[src/rtl/asi_pkg.sv]
package asi_pkg;
  localparam int unsigned CHAR_W = 10;
  typedef logic [CHAR_W-1:0] char_t;
  typedef enum logic {
    MODE_ASI   = 1'b0,
    MODE_VIDEO = 1'b1
  } mode_e;
endpackage

[src/rtl/asi_enable_track.sv]
module asi_enable_track (
  input  logic clk,
  input  logic rst,
  input  logic asi_on,
  input  logic now_req,
  input  logic next_req,
  output logic grant
);
  logic pend_q;

  // Look-ahead request is remembered for exactly one edge.
  always_ff @(posedge clk) begin
    if (rst) pend_q <= 1'b0;
    else     pend_q <= asi_on & next_req;
  end

  assign grant = asi_on & (now_req | pend_q);
endmodule

[src/rtl/asi_flag_gate.sv]
module asi_flag_gate #(
  parameter int unsigned W       = 10,
  parameter bit          GATE_LO = 1'b1,
  parameter bit          GATE_HI = 1'b1
) (
  input  logic [W-1:0] din,
  input  logic         lo_pass,
  input  logic         hi_pass,
  output logic [W-1:0] dout
);
  localparam int unsigned MID_W = W - 2;

  assign dout[W-2:1] = din[W-2:1];

  generate
    if (GATE_LO) begin : g_lo
      assign dout[0] = din[0] & lo_pass;
    end else begin : g_lo_pass
      assign dout[0] = din[0];
    end
    if (GATE_HI) begin : g_hi
      assign dout[W-1] = din[W-1] & hi_pass;
    end else begin : g_hi_pass
      assign dout[W-1] = din[W-1];
    end
  endgenerate

  initial begin
    if (MID_W < 1) $error("asi_flag_gate: W too small");
  end
endmodule

[src/rtl/asi_seq_ctrl.sv]
module asi_seq_ctrl
  import asi_pkg::*;
#(
  parameter int unsigned W = CHAR_W
) (
  input  logic         clk,
  input  logic         rst,
  input  logic         asi_sel_n,
  input  logic         take_now_n,
  input  logic         take_next_n,
  input  logic         viol_pass,
  input  logic         kflag_pass,
  input  logic [W-1:0] din,
  input  logic [W-1:0] vid_din,
  output logic [W-1:0] dout,
  output logic         dvalid_n
);
  mode_e       mode;
  logic        asi_on;
  logic        grant;
  logic [W-1:0] gated;

  assign mode   = mode_e'(asi_sel_n);
  assign asi_on = (mode == MODE_ASI);

  asi_enable_track u_track (
    .clk      (clk),
    .rst      (rst),
    .asi_on   (asi_on),
    .now_req  (~take_now_n),
    .next_req (~take_next_n),
    .grant    (grant)
  );

  asi_flag_gate #(.W(W), .GATE_LO(1'b1), .GATE_HI(1'b1)) u_gate (
    .din     (din),
    .lo_pass (kflag_pass),
    .hi_pass (viol_pass),
    .dout    (gated)
  );

  always_ff @(posedge clk) begin
    if (rst) begin
      dout     <= '0;
      dvalid_n <= 1'b1;
    end else if (!asi_on) begin
      dout     <= vid_din;
      dvalid_n <= 1'b0;
    end else if (grant) begin
      dout     <= gated;
      dvalid_n <= 1'b0;
    end else begin
      dvalid_n <= 1'b1;
    end
  end
endmodule

[config.mk]
export PLATFORM = sky130hd
export DESIGN_NAME = asi_seq_ctrl
export DESIGN_NICKNAME = d
export VERILOG_FILES = /design/src/rtl/asi_pkg.sv /design/src/rtl/asi_enable_track.sv /design/src/rtl/asi_flag_gate.sv /design/src/rtl/asi_seq_ctrl.sv
export SDC_FILE = /design/constraint.sdc
export NUM_CORES = 1
export LEC_CHECK = 0
export ABC_AREA = 1
export BUFFER_PORTS_ARGS = -buffer_cell sky130_fd_sc_hd__buf_2
export CELL_PAD_IN_SITES_DETAIL_PLACEMENT = 1
export CELL_PAD_IN_SITES_GLOBAL_PLACEMENT = 1
export CORE_MARGIN = 4
export CORE_UTILIZATION = 25
export CTS_BUF_LIST = sky130_fd_sc_hd__clkbuf_4 sky130_fd_sc_hd__clkbuf_8
export CTS_CLUSTER_SIZE = 10
export DETAILED_ROUTE_END_ITERATION = 8
export PLACE_DENSITY_LB_ADDON = 0.1
export SLEW_MARGIN = 20
export SYNTH_ARGS = -nofsm -noshare
export SYNTH_HDL_FRONTEND = slang
export SYNTH_SLANG_ARGS = --single-unit
export TNS_END_PERCENT = 5
[constraint.sdc]
create_clock -name clk -period 0.8 [get_ports clk]
set_input_delay 0.16 -clock clk [delete_from_list [all_inputs] [get_ports clk]]
set_output_delay 0.16 -clock clk [all_outputs]
set_load 0.01 [all_outputs]
After elaboration in Yosys (flattened, before gate mapping)
Index checks and enable logic that the tools add are counted.

word-level totals
  output and inout port bits = 11
  input bits = 27
  word-level logic and storage cells = 16
  flip-flop bits (word level) = 12

operators by class
  multiplexer cells = 4
  reductions and logical operators = 1
  bitwise operators = 8

operator list
  kind                number
  2-to-1 mux 10 bit   2
  bitwise AND 1 bit   4
  NOT 1 bit           3
  2-to-1 mux 1 bit    2
  nonzero test 2 bit  1
  bitwise OR 1 bit    1

Longest topological paths before layout
Gate-level depths: netlist of the first run.

  depth after elaboration = 5
  mapped depth = 5
  mapped depth without buffers = 5

By module
From an unflattened synthesis of the first run, not the netlist that was laid out.

second synthesis, totals
  cells, all modules = 99
  area, all modules = 633.1 um2

modules (own cells, without submodules)
  module            sequential area each (um2)  instances  cells an instance  area each (um2)
  asi_seq_ctrl      220.2                       1          81                 516.7
  asi_flag_gate     0.0                         1          12                 75.1
  asi_enable_track  20.0                        1          6                  41.3

Worst setup path before layout of the first run
OpenSTA, ideal clock, no wires.

  path kind = reg-to-reg
  start point = register u_track.pend_q
  end point = register dout[3]
  cell stages (with the launch flop) = 6
  required time = 0.689 ns
  period minus slack after synthesis = 0.815 ns
  arrival time = 0.703 ns
  buffers on the path = 1
  slack = -0.015 ns
  setup time = 0.111 ns
  path through = dfxtp_1 > nor2_2 > buf_6 > nand3b_1 > nand2_1 > nor2_1

between the ends
  cells in the longest elaborated chain, start to end = 3

RTL lines
  what                                 RTL line                RTL
  start: declaration                   asi_enable_track.sv:9   logic pend_q;
  start signal: assignment             asi_enable_track.sv:14  else pend_q <= asi_on & next_req;
  bitwise OR 1 bit                     asi_enable_track.sv:17  assign grant = asi_on & (now_req | pend_q);
  bitwise AND 1 bit                    asi_enable_track.sv:17
  nonzero test 2 bit (no source line)  -
  end signal: assignment               asi_seq_ctrl.sv:47      dout <= vid_din;
  end signal: assignment               asi_seq_ctrl.sv:50      dout <= gated;
  end: declaration                     asi_seq_ctrl.sv:15      output logic [W-1:0] dout,

Every way passes these cells.
A chain may end at the register's enable or synchronous reset.

Final worst setup path of the first run
  start point = register u_track.pend_q
  end point = register dout[6]

The elaborated chain is that of the path after synthesis.

==> metrics.md, run 1 <==
| Metric | Value |
|---|---|
| Outcome | `finished, violations left` |
| Violated checks | `setup timing` |
| Pre-CTS setup slack | `-112 ps` |
| P_int | `0.00104 W` |
| Sequential share of power | `0.472` |
| Clock power frac | `0.262` |
| TritonRoute pass-1 iters | `4` |
| Die height | `57.8 um` |
| RSZ-0062 raised after global routing | `true` |
| GR Util All Layers | `0.116` |
| Overflow after GRT | `0` |
| H-Tree Depth | `1` |
| CP Capture Type | `flop` |
| Final setup viols | `21` |
| First-pass GRT wire length | `3.01 mm` |
| Pwr/cell area | `1480 mW/mm2` |
| Seq/Total Area, Yosys | `0.387` |
| Maximum buffer depth of the clock tree | `2` |
| Clock tree sinks | `12` |
| Vias in the first global route | `735` |
| Leak | `0.523 nW` |
| Slew @ Worst Pin | `325 ps` |
| Max Fanout on Critical Path | `6` |
| Residual DRC | `0` |
| Clock slew at reported path FFs | `80 ps` |
| First DRT Iteration DRCs | `7` |
| Largest net degree at the start of global routing | `13` |
| Top delay family on crit path | `flip-flops` |
| Die area | `0.00334 mm2` |
| Hold Crit Class | `input port to flop` |
| Yosys reg bits | `12` |
| Slew HR | `0.783` |
| Setup TNS | `-1600 ps` |
| Wire per inst | `10.7 um` |
| Post-Syn Nets | `122` |
| YS warnings | `0` |
| Routability cong. | `0.651` |
| Starting Density | `0.270` |
| Synthesized area | `621 um2` |
| Number of cell rows | `17` |
| Fmax | `1.12 GHz` |
| Critical Path AT | `1070 ps` |
| DR vias | `710` |
| Buffers & Inverters on Critical Path | `1` |
| Worst VDD drop | `0.000538 V` |
| Post-DP HPWL | `1.44 mm` |
| Syn Inst Count | `95` |
| Cell taking the most area after synthesis | `dfxtp_1` |
| Post-Syn Area per Cell | `6.53 um2` |
| Top cell type's share of synthesized area | `0.387` |
| Routed WL | `1.75 mm` |
| CTS tree | `done` |
| Final net count | `165` |
| Worst path slowest cell | `dfxtp_2` |
| Hold buffers post-CTS | `0` |
| Clk Latency, worst-skew pair | `270 ps` |
| Synth cell types | `14` |
| Setup Fix Bufs, Post-CTS | `0` |
| Boundary Pins | `38` |
| Final ANT Viol Nets | `0` |
| Fill count | `312` |
| Worst setup margin | `-94.9 ps` |
| Via/cell ratio | `4.33` |
| CORE AREA | `0.00230 mm2` |
| Period utilization | `1.12` |
| Clk Tree Root Cell | `clkbuf_4` |
| Min Tclk post-route | `895 ps` |
| Req. time, crit path | `970 ps` |
| P_sw | `0.000403 W` |
| Top cells by area, synth | `dfxtp_1, nand2_1, nor2_1` |
| I/O Buffers | `37` |
| Die width | `57.8 um` |
| Share of post-route cells with drive strength above 1 | `0.441` |
| CTS Buf Count | `3` |
| Sw Ratio | `0.280` |
| Crit start category | `flop` |
| Largest stage delay, worst path | `330 ps` |
| Hold Fails Final Rpt | `0` |
| Clock skew | `3.30 ps` |
| Crit-path cells | `nor2_4 > buf_6 > nand3b_1 > nand2_1 > nor2_1` |
| Comb power frac | `0.266` |
| Antenna diodes | `0` |
| Slew Viols, Final | `0` |
| Synthesis-to-layout area growth | `56.5%` |
| Crit path kind | `flop to flop` |
| Initial antenna violation count | `0` |
| Max Cap Viol | `0` |
what timing repair did:
item / in CTS / in global routing
pin swaps: 1 / 10
setup endpoints to repair: 21 / 21
gates resized for setup: 20 / 6
Yosys cell counts, drive strengths merged:
cell type	n
nor3	1
buf	3
nand3b	10
nand2	26
clkbuf	2
o21ai	8
inv	10
dfxtp	12
nor2	23
registers in the layout, indices dropped and copies added (netlist names):
name            count
u_track.pend_q      1
dout               10
dvalid_n            1
layer usage:
layer	vias up	GRT usage	part of all wire
li1	374	-	-
met1	311	0.136	0.43
met2	21	0.187	0.48
met3	4	0.0312	0.074
met4	0	0.0695	0.023
met5	-	0	0
final cells by class:
cell class	count	area [um2]	area share
clock buffers	3	22.5	0.0232
inverters	10	40.0	0.0412
multi-input cells	68	319	0.329
flip-flops and latches	12	254	0.262
well taps	28	35.0	0.0361
repair buffers	43	300	0.309
power by group through the flow:
stage / sequential (W) / combinational (W) / clock, W
after global routing: 0.000688 / 0.000434 / 0.000427
after global placement: 0.000677 / 0.000325 / 0
after detailed placement: 0.000678 / 0.000332 / 0
final: 0.000681 / 0.000383 / 0.000378
after CTS: 0.000680 / 0.000375 / 0.000394
after floorplan: 0.000696 / 0.000163 / 0
cell families (layout without fill, tap and decap cells):
family / count (synthesis) / count (layout) / share of synthesized area
AND/OR/NAND/NOR: 60 / 60 / 0.433
AO/OA/AOI/OAI: 8 / 8 / 0.0645
flip-flops: 12 / 12 / 0.387
buffers and inverters: 15 / 56 / 0.115
cells in the final DEF (no fill, tap or decap):
master | netlist | final
inv_4 | 0 | 1
dfxtp_2 | 0 | 11
nand2_4 | 0 | 1
buf_6 | 1 | 12
buf_2 | 0 | 27
inv_1 | 9 | 9
nor3_1 | 1 | 1
nand3b_1 | 10 | 10
clkbuf_4 | 0 | 3
nor2_1 | 22 | 22
buf_4 | 2 | 4
o21ai_1 | 2 | 2
nor2_4 | 0 | 1
nand2_1 | 25 | 25
dfxtp_1 | 12 | 1
o21ai_0 | 6 | 6
worst register-to-register path, stage by stage (launching register included):
cell and delay, ps:
dfxtp_2 330, nor2_4 140, buf_6 140, nand3b_1 70, nand2_1 70, nor2_1 40
path summary, 6_finish.rpt:
kind | cells past startpoint | endpoint | start | slack [ps]
min reg2reg | 3 | dvalid_n$_SDFF_PP1_ | u_track.pend_q$_SDFF_PP0_ | 560
max reg2reg | 5 | dout[6]$_SDFFE_PP0P_ | u_track.pend_q$_SDFF_PP0_ | -90
max | 5 | dout[6]$_SDFFE_PP0P_ | u_track.pend_q$_SDFF_PP0_ | -90
min | 2 | u_track.pend_q$_SDFF_PP0_ | take_next_n | 30
metrics by stage:
stage	cell area (um2)	cells	util	power [W]	hold WS [ps]
2_1_floorplan	621	95	-	0.000859	231
3_3_place_gp	852	161	0.371	0.00100	322
3_5_place_dp	852	161	0.371	0.00101	327
4_1_cts	947	164	0.412	0.00145	17.3
5_1_grt	971	164	0.423	0.00155	24.2
6_report	971	164	0.423	0.00144	26.9
(Power assumes the default switching activity.)
==> inputs of run 2 (changes only) <==
Settings changed: SYNTH_HIERARCHICAL set to 1.
==> run 2 against run 1 <==
Effect of this change: the flow still finishes with violations (setup timing); utilization is 0.48 points higher; global-route usage is 0.45 points higher; wire length increased by 11%; via count fell by 2.1%; sequential power decreased by 2%.
==> metrics.md, run 2 <==
| Metric | Value |
|---|---|
| Largest register FFs | `10` |
| Routability cong. | `0.664` |
| Slew Viols, Final | `0` |
| Post-Syn Nets | `126` |
| Slew HR | `0.761` |
| Top reg by flops | `dout` |
| Final setup viols | `22` |
| Min Tclk post-route | `1040 ps` |
| EDFF count, synth | `0` |
| Period utilization | `1.30` |
| Post-DP HPWL | `1.43 mm` |
| First DRT Iteration DRCs | `14` |
| Synthesis-to-layout area growth | `56.5%` |
| Post-Syn Area per Cell | `6.40 um2` |
| Fmax | `0.958 GHz` |
| DR vias | `695` |
| Vias in the first global route | `751` |
| Starting Density | `0.273` |
| Cell with the most instances after synthesis | `nand2_1` |
| Worst path slowest cell | `dfxtp_2` |
| Die width | `58.3 um` |
| TritonRoute pass-1 iters | `2` |
| Setup TNS | `-3230 ps` |
| Violated checks | `setup timing` |
| Clock skew | `2.69 ps` |
| GR Util All Layers | `0.120` |
| Syn Inst Count | `99` |
| Final net count | `162` |
| CP Capture Type | `flop` |
| Share of post-route cells with drive strength above 1 | `0.522` |
| Routed WL | `1.94 mm` |
| Clk Latency, worst-skew pair | `270 ps` |
| Req. time, crit path | `1010 ps` |
| Most frequent cells in the layout | `nand2_1, buf_2, inv_1` |
| Slew @ Worst Pin | `359 ps` |
| Hold Crit Class | `input port to flop` |
| YS warnings | `6` |
| Residual DRC | `0` |
| Worst VDD drop | `0.000646 V` |
| Hold buffers post-CTS | `0` |
| Leak | `0.580 nW` |
| Setup Fix Bufs, Post-CTS | `0` |
| Maximum buffer depth of the clock tree | `2` |
| Top cells by area, synth | `dfxtp_1, nand2_1, nand3_1` |
| Critical Path AT | `1260 ps` |
| Clock tree sinks | `12` |
| Die height | `58.3 um` |
| Synth top cells by count | `nand2_1, nand3_1, inv_1, dfxtp_1, buf_4` |
| Cell taking the most area after synthesis | `dfxtp_1` |
| Async S/R FF share, synth | `0` |
| Post-synth top flop | `dfxtp_1` |
| Seq/Total Area, Yosys | `0.379` |
| Largest net degree at the start of global routing | `12` |
| Max Cap Viol | `0` |
| Most used cell, CP | `nand3_2` |
| CORE AREA | `0.00232 mm2` |
| Synth cell types | `9` |
| Hold Fails Final Rpt | `0` |
| Initial antenna violation count | `0` |
| Final ANT Viol Nets | `0` |
| Top delay family on crit path | `simple AND/OR/NAND/NOR gates` |
| Most common cell after layout, fill and taps aside | `nand2_1` |
| CTS tree | `done` |
| Boundary Pins | `38` |
| Final total power | `0.00150 W` |
| I/O Buffers | `37` |
| Worst setup margin | `-244 ps` |
| Top cell type's share of synthesized area | `0.379` |
| Buffers & Inverters on Critical Path | `2` |
| Pwr/cell area | `1520 mW/mm2` |
| Wire per inst | `12.0 um` |
| Yosys reg bits | `12` |
| Synthesized area | `633 um2` |
| Clk Tree Root Cell | `clkbuf_4` |
| Fill count | `305` |
| Crit start category | `flop` |
| Antenna diodes | `0` |
| Clock slew at reported path FFs | `80 ps` |
| Outcome | `finished, violations left` |
| Crit path kind | `flop to flop` |
| Biggest registers after layout | `dout (10), dvalid_n (1), u_track/pend_q (1)` |
| Overflow after GRT | `0` |
| RSZ-0062 raised after global routing | `true` |
| Via/cell ratio | `4.29` |
| Number of cell rows | `17` |
| Max Fanout on Critical Path | `5` |
| CTS Buf Count | `3` |
| Die area | `0.00340 mm2` |
| First-pass GRT wire length | `3.14 mm` |
| Crit-path cells | `nor2_2 > nor2_4 > buf_6 > nand3_2 > nand3_2 > nand2_1 > inv_1` |
| Largest stage delay, worst path | `330 ps` |
| H-Tree Depth | `1` |
[run 2: changes by cell type in the layout (fill, tap and decap cells not counted), sizes merged]
cell,previous run,this run
buf,43,42
clkbuf,3,4
nor2,23,5
nand3b,10,0
nor3,1,0
inv,10,17
nand2,26,33
nand3,0,20
o21ai,8,1
[run 2: metrics by stage]
step	util	std cells	worst slack (ps)	area (um2)	hold WS, ps
floorplan	-	99	-109	671	227
global placement	0.360	157	-224	836	338
detailed placement	0.360	157	-298	836	344
global route	0.427	162	-346	991	62.8
finish	0.427	162	-244	991	54.5
CTS	0.414	162	-255	961	44.7
[run 2: kinds of logic after synthesis]
kind of cell | Yosys count | share of synthesized area
simple gates | 57 | 0.385
compound gates | 1 | 0.00790
flops | 12 | 0.379
buf+inv | 29 | 0.227
[run 2: layout make-up]
| cell class | count | area [um2] | area share |
|---|---|---|---|
| Multi-Input combinational cell | 59 | 305 | 0.308 |
| Timing Repair Buffer | 42 | 297 | 0.299 |
| Inverter | 17 | 63.8 | 0.0644 |
| Tap cell | 28 | 35.0 | 0.0354 |
| Clock buffer | 4 | 36.3 | 0.0366 |
| Sequential cell | 12 | 254 | 0.256 |
[run 2: per-layer routing]
metal | track usage | routed length, um | vias to the layer above
met5 | 0 | 0 | -
met4 | 0.0397 | 17 | 0
met1 | 0.141 | 824 | 306
met3 | 0.0219 | 149 | 2
li1 | - | - | 363
met2 | 0.219 | 952 | 24
[run 2: final timing paths]
| check | start | endpoint | slack, ps | cells after the start |
|---|---|---|---|---|
| worst max-delay path | u_track/pend_q$_SDFF_PP0_ | dout[7]$_SDFFE_PP0P_ | -240 | 7 |
| worst min register to register | dout[8]$_SDFFE_PP0P_ | dout[8]$_SDFFE_PP0P_ | 560 | 4 |
| worst min-delay path | rst | u_track/pend_q$_SDFF_PP0_ | 50 | 2 |
| worst max register to register | u_track/pend_q$_SDFF_PP0_ | dout[7]$_SDFFE_PP0P_ | -240 | 7 |
[run 2: where the power goes]
group	switching [W]	leakage, nW	internal (W)
Clock	0.000207	0.0210	0.000276
Sequential	0.0000242	0.103	0.000642
Combinational	0.000171	0.456	0.000182
Total	0.000403	0.580	0.00110
[run 2: repair_timing]
item	CTS	global route
resized for setup	21	8
cloned	1	0
pin swaps	7	2
setup endpoints to repair	22	22
==> inputs of run 3 (changes only) <==
Settings changed: PLACE_DENSITY set to 0.82, PLACE_DENSITY_LB_ADDON 0.1 to unset.
==> run 3 against run 2 <==
Effect of this change: the run still ends with setup timing left; combinational power is 2% higher; utilization is 0.54 points higher; sequential share of layout area is 0.32 points lower; non-clock buffer count is 3 higher; first-iteration DRC count is 50% lower; cell area is 1.3% higher; worst hold slack worse by 3.4 ps; final cell count is 1.9% higher; power is 2.3% higher; clock skew is 3.4 ps higher; clock power is 5.2% higher; global-route usage is 1.4 points higher; critical endpoint is now dout[3]$_SDFFE_PP0P_; largest power group unchanged.
==> metrics.md, run 3 (synthesized netlist as in run 2, its figures left out) <==
| Metric | Value |
|---|---|
| Outcome | `finished, violations left` |
| Violated checks | `setup timing` |
| Max Cap Viol | `0` |
| Antenna diodes | `0` |
| Worst setup margin | `-235 ps` |
| Final setup viols | `22` |
| Via/cell ratio | `4.30` |
| Clock slew at reported path FFs | `80 ps` |
| Multi-input gate area | `295 um2` |
| Routed WL | `1.99 mm` |
| Min Tclk post-route | `1030 ps` |
| Worst r2r path cells | `7` |
| Die width | `58.3 um` |
| Final ANT Viol Nets | `0` |
| Worst path slowest cell | `dfxtp_2` |
| FF+latch area | `254 um2` |
| Vias in the first global route | `800` |
| Overflow after GRT | `0` |
| Reg2reg setup slack | `-230 ps` |
| Max Fanout on Critical Path | `5` |
| Pwr/cell area | `1530 mW/mm2` |
| Slew @ Worst Pin | `253 ps` |
| I/O Buffers | `37` |
| Hold Crit Class | `input port to flop` |
| CTS tree | `done` |
| Period utilization | `1.29` |
| Final net count | `165` |
| Share of post-route cells with drive strength above 1 | `0.518` |
| R2R Path End | `dout[3]$_SDFFE_PP0P_` |
| Clock tree sinks | `12` |
| Hold Fails Final Rpt | `0` |
| Largest net degree at the start of global routing | `12` |
| Comb power frac | `0.235` |
| CORE AREA | `0.00232 mm2` |
| Setup TNS | `-3250 ps` |
| Clock power frac | `0.330` |
| Worst setup endpoint | `dout[3]$_SDFFE_PP0P_` |
| GR Util All Layers | `0.135` |
| Most common cell after layout, fill and taps aside | `nand2_1` |
| Boundary Pins | `38` |
| First DRT Iteration DRCs | `7` |
| Starting Density | `0.273` |
| Reg2Reg Launch Point | `u_track/pend_q$_SDFF_PP0_` |
| Residual DRC | `0` |
| Fin Hold WS | `51.1 ps` |
| Routability cong. | `0.687` |
| Fill count | `312` |
| Clock skew | `6.08 ps` |
| Wire per inst | `12.1 um` |
| Largest stage delay, worst path | `330 ps` |
| Buffers & Inverters on Critical Path | `2` |
| Slew HR | `0.831` |
| Most frequent cells in the layout | `nand2_1, buf_2, nand3_1` |
| Number of cell rows | `17` |
| Initial antenna violation count | `0` |
| P_int | `0.00111 W` |
| Sequential share of power | `0.435` |
| Most used cell, CP | `nand3_1` |
| Maximum buffer depth of the clock tree | `2` |
| Top reg by flops | `dout` |
| Biggest registers after layout | `dout (10), dvalid_n (1), u_track/pend_q (1)` |
| Crit. path cell count | `7` |
| Crit path kind | `flop to flop` |
| Clk Tree Root Cell | `clkbuf_4` |
| CP Capture Type | `flop` |
| CTS Buf Count | `3` |
| Worst VDD drop | `0.000807 V` |
| RSZ-0062 raised after global routing | `true` |
| Clk Latency, worst-skew pair | `280 ps` |
| Synthesis-to-layout area growth | `58.5%` |
| Die height | `58.3 um` |
| H-Tree Depth | `1` |
| Slew Viols, Final | `0` |
| Setup Fix Bufs, Post-CTS | `0` |
| DR vias | `710` |
| Largest register FFs | `10` |
| First-pass GRT wire length | `3.55 mm` |
| Leak | `0.588 nW` |
| Crit start category | `flop` |
| Post-DP HPWL | `1.52 mm` |
| CP Launch Point | `u_track/pend_q$_SDFF_PP0_` |
| P_sw | `0.000428 W` |
| TritonRoute pass-1 iters | `4` |
| Req. time, crit path | `1020 ps` |
| Sw Ratio | `0.279` |
| Die area | `0.00340 mm2` |
| Critical Path AT | `1260 ps` |
| Top delay family on crit path | `simple AND/OR/NAND/NOR gates` |
| Fin util | `0.433` |
| Final total power | `0.00154 W` |
| Fmax | `0.967 GHz` |
| Crit-path cells | `nor2_2 > nor2_4 > buf_6 > nand3_1 > nand3_1 > nand2_1 > inv_1` |
==> run 3: routing by layer <==
layer  GRT usage  part of all wire
met5           0                 0
met4      0.0596             0.018
met3      0.0417             0.096
met2       0.228              0.46
met1       0.155              0.43
==> run 3: layout make-up <==
| class | count | share of cell area |
|---|---|---|
| Inverter | 17 | 0.0636 |
| Multi-Input combinational cell | 59 | 0.294 |
| Tap cell | 28 | 0.0349 |
| Clock buffer | 4 | 0.0362 |
| Timing Repair Buffer | 45 | 0.318 |
| Sequential cell | 12 | 0.253 |
==> run 3: power by group through the flow <==
stage                     Sequential [W]  Combinational (W)  Clock, W
final                           0.000668           0.000361  0.000508
after global routing            0.000673           0.000404  0.000553
after CTS                       0.000663           0.000357  0.000506
after detailed placement        0.000666           0.000311         0
after global placement          0.000666           0.000298         0
after floorplan                 0.000683           0.000168         0
==> run 3: stage by stage <==
stage | instance area (um2) | setup slack, ps | instances
detailed placement | 858 | -267 | 160
floorplan | 671 | -109 | 99
global placement | 858 | -190 | 160
CTS | 981 | -241 | 165
global route | 1000 | -335 | 165
finish | 1000 | -235 | 165
==> run 3: what timing repair did <==
action	4_1_cts	5_1_grt
endpoints found under the setup margin	22	22
cloned	1	0
pin swaps	3	0
hold buffers	0	0
gates resized for setup	21	6
==> run 3: worst register-to-register path: stages (launching register included) <==
cell and delay [ps]:
dfxtp_2 330, nor2_2 40, nor2_4 210, buf_6 160
nand3_1 80, nand3_1 70, nand2_1 50, inv_1 40
==> run 3: worst min path at each step <==
stage,start,end,slack [ps],cells past startpoint
finish,rst,u_track/pend_q$_SDFF_PP0_,50,2
global route,rst,u_track/pend_q$_SDFF_PP0_,50,2
CTS,rst,u_track/pend_q$_SDFF_PP0_,40,2
detailed placement,rst,u_track/pend_q$_SDFF_PP0_,350,2
global placement,rst,u_track/pend_q$_SDFF_PP0_,340,2
floorplan,rst,u_track/pend_q$_SDFF_PP0_,230,1
